$ cat src/rtl/phy_bringup_pkg.sv
// Shared constants and types for the transceiver bring-up sequencer.
// Assumes the standard management register layout for control/status/ID.
package phy_bringup_pkg;

    localparam int REG_W = 5;
    localparam int DATA_W = 16;

    localparam logic [REG_W-1:0] REG_CTRL  = 5'd0;
    localparam logic [REG_W-1:0] REG_STAT  = 5'd1;
    localparam logic [REG_W-1:0] REG_ID_HI = 5'd2;
    localparam logic [REG_W-1:0] REG_ID_LO = 5'd3;

    localparam int CTRL_RESET_BIT   = 15;
    localparam int CTRL_AN_EN_BIT   = 12;
    localparam int CTRL_AN_RSTRT_BIT = 9;
    localparam int STAT_AN_DONE_BIT = 5;

    localparam logic [DATA_W-1:0] CTRL_RESET_WORD = DATA_W'(1) << CTRL_RESET_BIT;
    localparam logic [DATA_W-1:0] CTRL_AN_WORD =
        (DATA_W'(1) << CTRL_AN_EN_BIT) | (DATA_W'(1) << CTRL_AN_RSTRT_BIT);

    typedef enum logic [1:0] {
        FAIL_NONE   = 2'd0,
        FAIL_NO_PHY = 2'd1,
        FAIL_RESET  = 2'd2,
        FAIL_ANEG   = 2'd3
    } fail_t;

    typedef enum logic [2:0] {
        ST_IDLE,
        ST_REQ,
        ST_WAIT,
        ST_EVAL,
        ST_DELAY,
        ST_FIN
    } state_t;

    typedef enum logic [2:0] {
        PH_ID_HI,
        PH_ID_LO,
        PH_RST_WR,
        PH_RST_RD,
        PH_AN_WR,
        PH_AN_RD
    } phase_t;

endpackage

$ cat src/rtl/phy_id_match.sv
// Compares one 32-bit identity against a parameterised list of supported
// identities. Purely combinational; entry i sits at bits [32*i +: 32].
module phy_id_match #(
    parameter int NUM_IDS = 2,
    parameter logic [NUM_IDS*32-1:0] ID_LIST = {32'h0007_C0F1, 32'h0022_1556}
) (
    input  logic [31:0] id_in,
    output logic        hit
);

    logic [NUM_IDS-1:0] hit_vec;

    // One comparator per supported identity
    for (genvar i = 0; i < NUM_IDS; i++) begin : g_cmp
        assign hit_vec[i] = (id_in == ID_LIST[i*32 +: 32]);
    end

    assign hit = |hit_vec;

endmodule

$ cat src/rtl/phy_delay_timer.sv
// One-shot delay between poll attempts. A start pulse arms the counter; the
// expired strobe rises for one cycle TICKS cycles later. Assumes TICKS >= 1
// and that start is not raised again while a delay is running.
module phy_delay_timer #(
    parameter int TICKS = 2_500_000
) (
    input  logic clk,
    input  logic rst_n,
    input  logic start,
    output logic expired
);

    localparam int TW = $clog2(TICKS + 1);

    logic [TW-1:0] cnt_q;
    logic          run_q;

    // Load on start, count down while running, stop on the final tick
    always_ff @(posedge clk) begin
        if (!rst_n) begin
            cnt_q <= '0;
            run_q <= 1'b0;
        end else if (start) begin
            cnt_q <= TW'(TICKS);
            run_q <= 1'b1;
        end else if (run_q) begin
            cnt_q <= cnt_q - TW'(1);
            if (cnt_q == TW'(1)) begin
                run_q <= 1'b0;
            end
        end
    end

    assign expired = run_q && (cnt_q == TW'(1));


    no_rearm_chk: assert property (@(posedge clk) disable iff (!rst_n)
        start |-> !run_q);

endmodule

$ cat src/rtl/phy_poll_counter.sv
// Counts failed poll attempts of one wait loop. 'last' is high when the
// attempt now being judged is the final one allowed. Assumes step is only
// raised for a failed attempt that is not the last.
module phy_poll_counter #(
    parameter int MAX_POLLS = 500
) (
    input  logic clk,
    input  logic rst_n,
    input  logic clear,
    input  logic step,
    output logic last
);

    localparam int CW = $clog2(MAX_POLLS + 1);

    logic [CW-1:0] cnt_q;

    // Clear at run start, advance on each failed non-final attempt
    always_ff @(posedge clk) begin
        if (!rst_n) begin
            cnt_q <= '0;
        end else if (clear) begin
            cnt_q <= '0;
        end else if (step) begin
            cnt_q <= cnt_q + CW'(1);
        end
    end

    assign last = (cnt_q == CW'(MAX_POLLS - 1));


    poll_bound_chk: assert property (@(posedge clk) disable iff (!rst_n)
        step |-> !last);


    poll_range_chk: assert property (@(posedge clk) disable iff (!rst_n)
        cnt_q < CW'(MAX_POLLS));

endmodule

$ cat src/rtl/phy_bringup_fsm.sv
// Control sequencer: address scan, soft reset wait, autonegotiation wait.
// Issues one management request at a time through a start/done handshake
// and holds the run results until the next accepted go. Assumes the MDIO
// master raises done for exactly one cycle per request.
module phy_bringup_fsm
    import phy_bringup_pkg::*;
#(
    parameter int ADDR_W = 5
) (
    input  logic              clk,
    input  logic              rst_n,
    input  logic              go,
    // helpers
    input  logic              id_hit,
    input  logic              rst_last,
    input  logic              an_last,
    input  logic              dly_expired,
    output logic [31:0]       id_cur,
    output logic              poll_clear,
    output logic              rst_step,
    output logic              an_step,
    output logic              dly_start,
    // results
    output logic              busy,
    output logic              done,
    output logic              success,
    output logic [1:0]        fail_code,
    output logic [ADDR_W-1:0] found_addr,
    output logic [15:0]       final_status,
    // MDIO master
    output logic              mdio_start,
    output logic              mdio_write,
    output logic [ADDR_W-1:0] mdio_phy_addr,
    output logic [REG_W-1:0]  mdio_reg,
    output logic [15:0]       mdio_wdata,
    input  logic              mdio_busy,
    input  logic              mdio_done,
    input  logic [15:0]       mdio_rdata
);

    localparam int NUM_ADDR = 1 << ADDR_W;
    localparam logic [ADDR_W-1:0] LAST_ADDR = ADDR_W'(NUM_ADDR - 1);

    state_t            state_q;
    phase_t            phase_q;
    logic [ADDR_W-1:0] addr_q;
    logic [31:0]       id_q;
    logic [15:0]       status_q;
    logic              rst_set_q;
    logic              an_ok_q;
    fail_t             code_q;
    logic              success_q;
    logic              done_q;
    logic              start_q;
    logic              dly_q;

    // Main sequencing process: scan, reset wait, negotiation wait
    always_ff @(posedge clk) begin
        if (!rst_n) begin
            state_q   <= ST_IDLE;
            phase_q   <= PH_ID_HI;
            addr_q    <= '0;
            id_q      <= '0;
            status_q  <= '0;
            rst_set_q <= 1'b0;
            an_ok_q   <= 1'b0;
            code_q    <= FAIL_NONE;
            success_q <= 1'b0;
            done_q    <= 1'b0;
            start_q   <= 1'b0;
            dly_q     <= 1'b0;
        end else begin
            done_q  <= 1'b0;
            start_q <= 1'b0;
            dly_q   <= 1'b0;
            case (state_q)
                ST_IDLE: begin
                    if (go) begin
                        state_q   <= ST_REQ;
                        phase_q   <= PH_ID_HI;
                        addr_q    <= '0;
                        id_q      <= '0;
                        status_q  <= '0;
                        code_q    <= FAIL_NONE;
                        success_q <= 1'b0;
                    end
                end
                ST_REQ: begin
                    if (!mdio_busy) begin
                        start_q <= 1'b1;
                        state_q <= ST_WAIT;
                    end
                end
                ST_WAIT: begin
                    if (mdio_done) begin
                        state_q   <= ST_EVAL;
                        rst_set_q <= mdio_rdata[CTRL_RESET_BIT];
                        an_ok_q   <= mdio_rdata[STAT_AN_DONE_BIT];
                        if (phase_q == PH_ID_HI) id_q[31:16] <= mdio_rdata;
                        if (phase_q == PH_ID_LO) id_q[15:0]  <= mdio_rdata;
                        if (phase_q == PH_AN_RD) status_q    <= mdio_rdata;
                    end
                end
                ST_EVAL: begin
                    case (phase_q)
                        PH_ID_HI: begin
                            phase_q <= PH_ID_LO;
                            state_q <= ST_REQ;
                        end
                        PH_ID_LO: begin
                            if (id_hit) begin
                                phase_q <= PH_RST_WR;
                                state_q <= ST_REQ;
                            end else if (addr_q == LAST_ADDR) begin
                                code_q  <= FAIL_NO_PHY;
                                state_q <= ST_FIN;
                            end else begin
                                addr_q  <= addr_q + ADDR_W'(1);
                                phase_q <= PH_ID_HI;
                                state_q <= ST_REQ;
                            end
                        end
                        PH_RST_WR: begin
                            phase_q <= PH_RST_RD;
                            state_q <= ST_REQ;
                        end
                        PH_RST_RD: begin
                            if (!rst_set_q) begin
                                phase_q <= PH_AN_WR;
                                state_q <= ST_REQ;
                            end else if (rst_last) begin
                                code_q  <= FAIL_RESET;
                                state_q <= ST_FIN;
                            end else begin
                                dly_q   <= 1'b1;
                                state_q <= ST_DELAY;
                            end
                        end
                        PH_AN_WR: begin
                            phase_q <= PH_AN_RD;
                            state_q <= ST_REQ;
                        end
                        PH_AN_RD: begin
                            if (an_ok_q) begin
                                state_q <= ST_FIN;
                            end else if (an_last) begin
                                code_q  <= FAIL_ANEG;
                                state_q <= ST_FIN;
                            end else begin
                                dly_q   <= 1'b1;
                                state_q <= ST_DELAY;
                            end
                        end
                        default: state_q <= ST_FIN;
                    endcase
                end
                ST_DELAY: begin
                    if (dly_expired) state_q <= ST_REQ;
                end
                ST_FIN: begin
                    done_q    <= 1'b1;
                    success_q <= (code_q == FAIL_NONE);
                    state_q   <= ST_IDLE;
                end
                default: state_q <= ST_IDLE;
            endcase
        end
    end

    // Request fields follow the current phase and scan address
    always_comb begin
        mdio_write = 1'b0;
        mdio_wdata = '0;
        case (phase_q)
            PH_ID_HI:  mdio_reg = REG_ID_HI;
            PH_ID_LO:  mdio_reg = REG_ID_LO;
            PH_RST_WR: begin
                mdio_reg   = REG_CTRL;
                mdio_write = 1'b1;
                mdio_wdata = CTRL_RESET_WORD;
            end
            PH_RST_RD: mdio_reg = REG_CTRL;
            PH_AN_WR:  begin
                mdio_reg   = REG_CTRL;
                mdio_write = 1'b1;
                mdio_wdata = CTRL_AN_WORD;
            end
            PH_AN_RD:  mdio_reg = REG_STAT;
            default:   mdio_reg = REG_CTRL;
        endcase
    end

    // Poll counter controls derived from the evaluation step
    always_comb begin
        poll_clear = (state_q == ST_IDLE) && go;
        rst_step   = (state_q == ST_EVAL) && (phase_q == PH_RST_RD) && rst_set_q && !rst_last;
        an_step    = (state_q == ST_EVAL) && (phase_q == PH_AN_RD) && !an_ok_q && !an_last;
    end

    assign id_cur        = id_q;
    assign dly_start     = dly_q;
    assign busy          = (state_q != ST_IDLE);
    assign done          = done_q;
    assign success       = success_q;
    assign fail_code     = code_q;
    assign found_addr    = addr_q;
    assign final_status  = status_q;
    assign mdio_start    = start_q;
    assign mdio_phy_addr = addr_q;


    req_when_idle_chk: assert property (@(posedge clk) disable iff (!rst_n)
        mdio_start |-> !$past(mdio_busy));


    req_pulse_chk: assert property (@(posedge clk) disable iff (!rst_n)
        mdio_start |=> !mdio_start);


    addr_ascend_chk: assert property (@(posedge clk) disable iff (!rst_n)
        (busy && $past(busy) && (addr_q != $past(addr_q)))
            |-> (addr_q == $past(addr_q) + ADDR_W'(1)));


    done_pulse_chk: assert property (@(posedge clk) disable iff (!rst_n)
        done |=> !done);


    success_code_chk: assert property (@(posedge clk) disable iff (!rst_n)
        (done && success) |-> (fail_code == FAIL_NONE));


    go_ignored_chk: assert property (@(posedge clk) disable iff (!rst_n)
        ($past(busy) && busy && go) |-> $stable(addr_q) || (addr_q == $past(addr_q) + ADDR_W'(1)));

endmodule

$ cat src/rtl/phy_bringup_seq.sv
// Top of the transceiver bring-up sequencer. Wires the control sequencer
// to the identity matcher, the inter-poll delay timer and one attempt
// counter per wait loop. Assumes an MDIO master with a start/busy/done
// handshake and one request in flight at a time.
module phy_bringup_seq #(
    parameter int NUM_IDS = 2,
    parameter logic [NUM_IDS*32-1:0] SUPPORTED_IDS = {32'h0007_C0F1, 32'h0022_1556},
    parameter int DELAY_TICKS = 2_500_000,
    parameter int RESET_POLLS = 500,
    parameter int ANEG_POLLS  = 5000,
    parameter int ADDR_W      = 5
) (
    input  logic              clk,
    input  logic              rst_n,
    input  logic              go,
    output logic              busy,
    output logic              done,
    output logic              success,
    output logic [1:0]        fail_code,
    output logic [ADDR_W-1:0] found_addr,
    output logic [31:0]       found_id,
    output logic [15:0]       final_status,
    output logic              mdio_start,
    output logic              mdio_write,
    output logic [ADDR_W-1:0] mdio_phy_addr,
    output logic [4:0]        mdio_reg,
    output logic [15:0]       mdio_wdata,
    input  logic              mdio_busy,
    input  logic              mdio_done,
    input  logic [15:0]       mdio_rdata
);

    logic [31:0] id_cur;
    logic        id_hit;
    logic        poll_clear;
    logic        rst_step;
    logic        an_step;
    logic        rst_last;
    logic        an_last;
    logic        dly_start;
    logic        dly_expired;

    phy_bringup_fsm #(
        .ADDR_W (ADDR_W)
    ) u_fsm (
        .clk           (clk),
        .rst_n         (rst_n),
        .go            (go),
        .id_hit        (id_hit),
        .rst_last      (rst_last),
        .an_last       (an_last),
        .dly_expired   (dly_expired),
        .id_cur        (id_cur),
        .poll_clear    (poll_clear),
        .rst_step      (rst_step),
        .an_step       (an_step),
        .dly_start     (dly_start),
        .busy          (busy),
        .done          (done),
        .success       (success),
        .fail_code     (fail_code),
        .found_addr    (found_addr),
        .final_status  (final_status),
        .mdio_start    (mdio_start),
        .mdio_write    (mdio_write),
        .mdio_phy_addr (mdio_phy_addr),
        .mdio_reg      (mdio_reg),
        .mdio_wdata    (mdio_wdata),
        .mdio_busy     (mdio_busy),
        .mdio_done     (mdio_done),
        .mdio_rdata    (mdio_rdata)
    );

    phy_id_match #(
        .NUM_IDS (NUM_IDS),
        .ID_LIST (SUPPORTED_IDS)
    ) u_match (
        .id_in (id_cur),
        .hit   (id_hit)
    );

    phy_delay_timer #(
        .TICKS (DELAY_TICKS)
    ) u_delay (
        .clk     (clk),
        .rst_n   (rst_n),
        .start   (dly_start),
        .expired (dly_expired)
    );

    phy_poll_counter #(
        .MAX_POLLS (RESET_POLLS)
    ) u_rst_polls (
        .clk   (clk),
        .rst_n (rst_n),
        .clear (poll_clear),
        .step  (rst_step),
        .last  (rst_last)
    );

    phy_poll_counter #(
        .MAX_POLLS (ANEG_POLLS)
    ) u_an_polls (
        .clk   (clk),
        .rst_n (rst_n),
        .clear (poll_clear),
        .step  (an_step),
        .last  (an_last)
    );

    assign found_id = id_cur;

endmodule

$ cat config.mk
export PLATFORM = sky130hd
export DESIGN_NAME = phy_bringup_seq
export DESIGN_NICKNAME = d
export VERILOG_FILES = /design/src/rtl/phy_bringup_pkg.sv /design/src/rtl/phy_id_match.sv /design/src/rtl/phy_delay_timer.sv /design/src/rtl/phy_poll_counter.sv /design/src/rtl/phy_bringup_fsm.sv /design/src/rtl/phy_bringup_seq.sv
export SDC_FILE = /design/constraint.sdc
export NUM_CORES = 1
export LEC_CHECK = 0
export BUFFER_PORTS_ARGS = -buffer_cell sky130_fd_sc_hd__buf_2
export CAP_MARGIN = 20
export CORE_MARGIN = 2
export CORE_UTILIZATION = 30
export CTS_CLUSTER_SIZE = 25
export DETAILED_ROUTE_END_ITERATION = 10
export PLACE_DENSITY_LB_ADDON = 0.2
export SLEW_MARGIN = 20
export SYNTH_ARGS = -nofsm -noshare
export SYNTH_HDL_FRONTEND = slang
export SYNTH_SLANG_ARGS = --single-unit
$ cat constraint.sdc
create_clock -name clk -period 2 [get_ports clk]
set_clock_uncertainty 0.1 [all_clocks]
set_input_delay 0.4 -clock clk [delete_from_list [all_inputs] [get_ports clk]]
set_output_delay 0.4 -clock clk [all_outputs]
set_load 0.01 [all_outputs]
# --- After elaboration in Yosys (flattened, before gate mapping) ---
# Index checks and enable logic that the tools add are counted.
totals:
  regBits: 112
classes:
  add_sub_neg: 4
  eq_ne: 36
  muxes: 58
  bitwise: 1
  reduce_logical: 35
op_table:
  columns: ["op", "count"]
  rows:
  - ["16-bit two-way mux", 5]
  - ["32-bit two-way mux", 2]
  - ["16-bit case mux with 2 select lines", 2]
  - ["32-bit case mux with 2 select lines", 1]
  - ["22-bit two-way mux", 2]
  - ["3-bit two-way mux", 12]
  - ["32-bit by 19-bit == test with 1-bit output, second input constant", 1]
  - ["32-bit by 22-bit == test with 1-bit output, second input constant", 1]
  - ["3-bit case mux with 5 select lines", 2]
  - ["22-bit by 1-bit == test with 1-bit output, second input constant", 1]
  - ["22-bit by 1-bit subtractor with 22-bit output, second input constant", 1]
  - ["5-bit two-way mux", 4]
  - ["4-bit AND reduction", 4]
  - ["2-bit two-way mux", 7]
  - ["13-bit by 1-bit adder with 13-bit output, second input constant", 1]
  - ["13-bit == test, second input constant", 1]
  - ["1-bit two-way mux", 13]
  - ["3-bit by 2-bit == test with 1-bit output, second input constant", 4]
  - ["3-bit == test, second input constant", 4]
  - ["2-bit != test, second input constant", 6]
  - ["3-bit != test, second input constant", 4]
  - ["2-bit case mux with 3 select lines", 2]
  - ["3-bit case mux with 4 select lines", 1]
  - ["5-bit case mux with 2 select lines", 1]
  - ["25 further kinds", 52]

# --- Depth between registers and ports, before layout ---
logic_depth:
  word_depth: 5
  mapped_depth: 9
  ltp_nobuf: 8

# --- Hierarchy ---
# Synthesis repeated with hierarchy kept, for this count alone.
unflattened:
  hier_cells: 597
  area_unflattened_um2: 5366.4
modules_own_cells:
  columns: ["module", "instances", "cells_each", "area_per_inst_um2", "seq_area_each_um2"]
  rows:
  - ["phy_bringup_fsm", 1, 338, 3049.2, 1341.3]
  - ["phy_delay_timer", 1, 127, 1129.8, 460.4]
  - ["phy_poll_counter at u_an_polls", 1, 71, 631.9, 260.2]
  - ["phy_poll_counter at u_rst_polls", 1, 44, 394.1, 180.2]
  - ["phy_id_match", 1, 17, 161.4, 0.0]

# --- Worst setup path after synthesis ---
# OpenSTA, ideal clock, no wires.
synth_path:
  path_type: "reg-to-reg"
  startpoint: "register u_fsm.addr_q[0], in the netlist u_fsm.found_addr[0]"
  endpoint: "register u_fsm.code_q[0], in the netlist u_fsm.fail_code[0]"
  setup_time_ns: 0.072
  arrival_time_ns: 1.964
  required_time_ns: 1.828
  setup_slack_ns: -0.135
  stages_incl_launch_ff: 10
  path_cell_list: "dfxtp_1 -> ha_1 -> and3_1 -> ha_1 -> clkbuf_1 -> nor3_1 -> nor3b_1 -> o21ai_0 -> nor4b_2 -> mux2i_1"
synth_via:
  elab_chain_cells: 3
synth_rtl:
  columns: ["item", "line_no", "text"]
  rows:
  - ["start, declared", "phy_bringup_fsm.sv:46", "logic [ADDR_W-1:0] addr_q;"]
  - ["start signal, assigned", "phy_bringup_fsm.sv:118", "addr_q <= addr_q + ADDR_W'(1);"]
  - ["5-bit == test", "phy_bringup_fsm.sv:114", "end else if (addr_q == LAST_ADDR) begin"]
  - ["3-bit != test (no source line)", null, null]
  - ["9-bit AND reduction (no source line)", null, null]
  - ["end signal, assigned", "phy_bringup_fsm.sv:115", "code_q <= FAIL_NO_PHY;"]
  - ["end signal, assigned", "phy_bringup_fsm.sv:132", "code_q <= FAIL_RESET;"]
  - ["end signal, assigned", "phy_bringup_fsm.sv:147", "code_q <= FAIL_ANEG;"]
  - ["end, declared", "phy_bringup_fsm.sv:51", "fail_t code_q;"]
# No other way between the ends.
# A chain may end at the register's enable or synchronous reset.

# --- Worst setup path after layout ---
layout_path:
  startpoint: "register u_an_polls.cnt_q[1]"
  endpoint: "register u_an_polls.cnt_q[7]"
layout_via:
  elab_chain_cells: 3
  elab_cells_between_ends: 4
  cone_classes: "1 x add/sub; 1 x eq/ne; 2 x reduce/logical"
layout_rtl:
  columns: ["item", "line_no", "text"]
  rows:
  - ["start, declared", "phy_poll_counter.sv:16", "logic [CW-1:0] cnt_q;"]
  - ["start signal, assigned", "phy_poll_counter.sv:25", "cnt_q <= cnt_q + CW'(1);"]
  - ["parallel branches: the longest is 3 deep, another holds 13-bit by 1-bit adder with 13-bit output", null, null]
# Parallel ways; which one is timed is not known.

==> results.md <==
* Outcome: completed
* Layout area overhead at 30.9%
* 1st-iter DRT viols at about 270
* Drt via density at between 4 and 5
* Delay-heaviest family, CP: compound AO/OA/AOI/OAI gates
* Worst-path maximum fanout at 8
* Fin. max-slew vios at 0
* Post-synth EDFFs at 0
* Hold Slack at approximately 220 ps
* Synth top area cells: dfxtp_1 (42%), mux2i_1 (9.9%), nor2_1 (6.8%)
* CTS tree: done
* Worst EP required at about 2200 ps
* NumNets Final at roughly 750
* Setup CP Type: reg2reg
* CTS clk-pin slew, worst paths at ~80 ps
* Unique masters post-synth at 66
* Slew headroom at 61.3%
* Ant diodes at 0
* Max incr delay on CP at slightly below 400 ps
* Peak Freq at between 500 and 600 MHz
* Fraction of registers with async set/reset at 0%
* Final Setup Violations at 0
* Placed insts at slightly above 900
* Setup TNS at 0 ps
* Ys Warns at 0
* DR WL/cell at around 15 um
* Setup crit end kind: flop
* Hold crit path type: in2reg
* Fin crit share at between 90% and 100%
* Clock Latency Late Sink at between 300 and 400 ps
* Pwr/cell area at roughly 640 nW/um2
* Avg Inst Size Synth at approximately 9 um2
* Critical Path Start Type: flop
* Num CTS Buffers at 9
* Final Util at 40.5%
* Top Ports at ~110
* First-pass GRT wire length at between 20,000 and 25,000 um
* Largest net degree at the start of global routing at 53
* Syn Inst Count at 587
* # H-tree levels at 3
* Dpl hpwl at ~10,000 um
* Chip width at ~140 um
* Routed WL at 14,500 um
* Clock root buffer: clkbuf_16
* Final hold vios at 0
* Routed Antenna Nets at 0
* Initial Util at between 30% and 40%
* Port bufs at 90
* Drt drc at 0
* Max Buffers Root-to-Sink at 2
* Vias in the first global route at 4,370
* CP arrival at 2120 ps
* Seq/Total Area, Yosys at approximately two fifths
* Pre-Repair DR Iteration Count at 4
* Fraction of layout cells with a size suffix above 1 at ~34%
* Mapped Area at 5380 um2
* DIE HEIGHT at around 140 um
* Sink Count at approximately 110
* Core area at ~17,000 um2
* RSZ-0062 raised after global routing: true
* Worst VDD drop at 399 uV
* Max_cap viols at 0
* Predominant post-synthesis flop cell: dfxtp_1
* Yosys top cell by area: dfxtp_1
* Yosys top cell area share at a little over two fifths
* CP Cell Sequence: ha_4 -> and4_4 -> a311oi_4 -> nand4_4 -> buf_4 -> o21ai_0 -> a21oi_2
* DR vias at roughly 4.6k
* FF+latch count, synth at between 100 and 150
* Die ar. at about 19,000 um2
* Buffers plus inverters on the worst setup path at 1
* Row count at 48
* GRT overflow at 0
* # fillers at ~1.7k
* Min cycle time layout at 1970 ps
* Critical-path top delay cell: a311oi_4
* Non-filler cells, final at between 900 and 1k
* Total Routing Usage GR at 15.2%
* Initial antenna violation count at 0
* Worst slew pin tran at 581 ps
* Total power at 4.49 mW
* Gpl congestion at ~0.83
* LEAKAGE at between 3 and 4 nW
-- cell type report --
cell class | count | area, um2 | share of cell area, %
clock inverters | 7 | 63.8 | 0.906
multi-input cells | 432 | 3130 | 44.4
clock buffers | 9 | 225 | 3.20
well taps | 225 | 282 | 4.00
repair buffers | 159 | 1040 | 14.8
flip-flops and latches | 112 | 2270 | 32.2
inverters | 8 | 30.0 | 0.426
-- cell usage after synthesis (all sizes together), types with 9 or more instances --
cell    instances
dfxtp         112
buf            32
nand4          13
xor2           19
nand2          30
o21ai           9
mux2i          53
xnor2          13
nor2           98
and3           21
nor3            9
clkbuf         18
nor4           11
nand3          21
o21a            9
a21oi          18
-- flip-flops by register name, summed over array words and instances, names as in the netlist --
name,cells
u_an_polls.cnt_q,13
u_delay.cnt_q,22
u_delay.run_q,1
u_fsm.an_ok_q,1
u_fsm.dly_start,1
u_fsm.done,1
u_fsm.fail_code,2
u_fsm.final_status,16
u_fsm.found_addr,5
u_fsm.id_cur,32
u_fsm.mdio_start,1
u_fsm.phase_q,3
u_fsm.rst_set_q,1
u_fsm.state_q,3
u_fsm.success,1
u_rst_polls.cnt_q,9
-- where the power goes --
part           internal [mW]  switching [mW]
sequential              2.25          0.0255
combinational          0.192           0.258
clock                  0.872           0.900
-- repair_timing --
action,in CTS,in global routing
buffers inserted,3,8
setup endpoints to repair,14,25
gates resized for setup,17,48
hold buffers,0,0
endpoints found under the hold margin,0,0
pin swaps,8,27
-- metrics by stage --
| step | worst slack, ps | area (um2) |
|---|---|---|
| 2_1_floorplan | -0.302 | 5450 |
| 3_3_place_gp | -36.8 | 6380 |
| 3_5_place_dp | -74.6 | 6380 |
| 4_1_cts | -43.7 | 6760 |
| 5_1_grt | -103 | 7050 |
| 6_report | 29.4 | 7050 |
-- final timing paths --
check	to	start	slack [ps]	depth (start not counted)
worst max register to register	u_an_polls.cnt_q[7]	u_an_polls.cnt_q[1]	30	7
worst min register to register	u_fsm.final_status[6]	u_fsm.final_status[6]	400	2
worst max-delay path	u_an_polls.cnt_q[7]	u_an_polls.cnt_q[1]	30	7
worst min-delay path	u_fsm.rst_set_q	mdio_rdata[15]	220	3
-- per-layer routing --
layer  share of wire, %  vias to the layer above  GRT usage, %
met5                  0                        -             0
met4                1.1                        0          3.85
met3                5.2                        9          4.02
met2                 47                      109          24.5
met1                 47                     2210          20.1
li1                   -                     2311             -
-- layout by cell type, fill, tap and decap left out, types with 5 or more instances in the layout --
cell | synthesis | final
nor2_1 | 98 | 97
dfxtp_1 | 112 | 96
buf_2 | 7 | 89
buf_4 | 24 | 62
mux2i_1 | 53 | 53
nand2_1 | 30 | 28
nand3_1 | 20 | 20
and3_1 | 21 | 20
xor2_1 | 19 | 19
conb_1 | 1 | 16
a21oi_1 | 17 | 14
xnor2_1 | 13 | 13
dfxtp_2 | 0 | 13
nand4_1 | 12 | 12
o21a_1 | 9 | 9
clkbuf_16 | 0 | 9
o21ai_0 | 9 | 8
nor3_1 | 9 | 8
inv_1 | 8 | 7
nor4_1 | 9 | 7
nand2b_1 | 6 | 6
and2_1 | 6 | 6
buf_12 | 0 | 5
-- worst min-delay path: cells and delay by family --
| kind | cells | cell delay (ps) |
|---|---|---|
| simple gates | 1 | 60 |
| buf+inv | 1 | 120 |
| compound gates | 1 | 60 |
-- kinds of logic after synthesis --
kind of cell	count (synthesis)	synth area share (%)
compound gates	63	8.53
xor+xnor	32	5.21
fa+ha+maj	6	1.39
buf+inv	58	5.88
flops	112	41.7
mux	53	9.86
other cells	1	0.0697
simple gates	262	27.4
(Power assumes the default switching activity.)
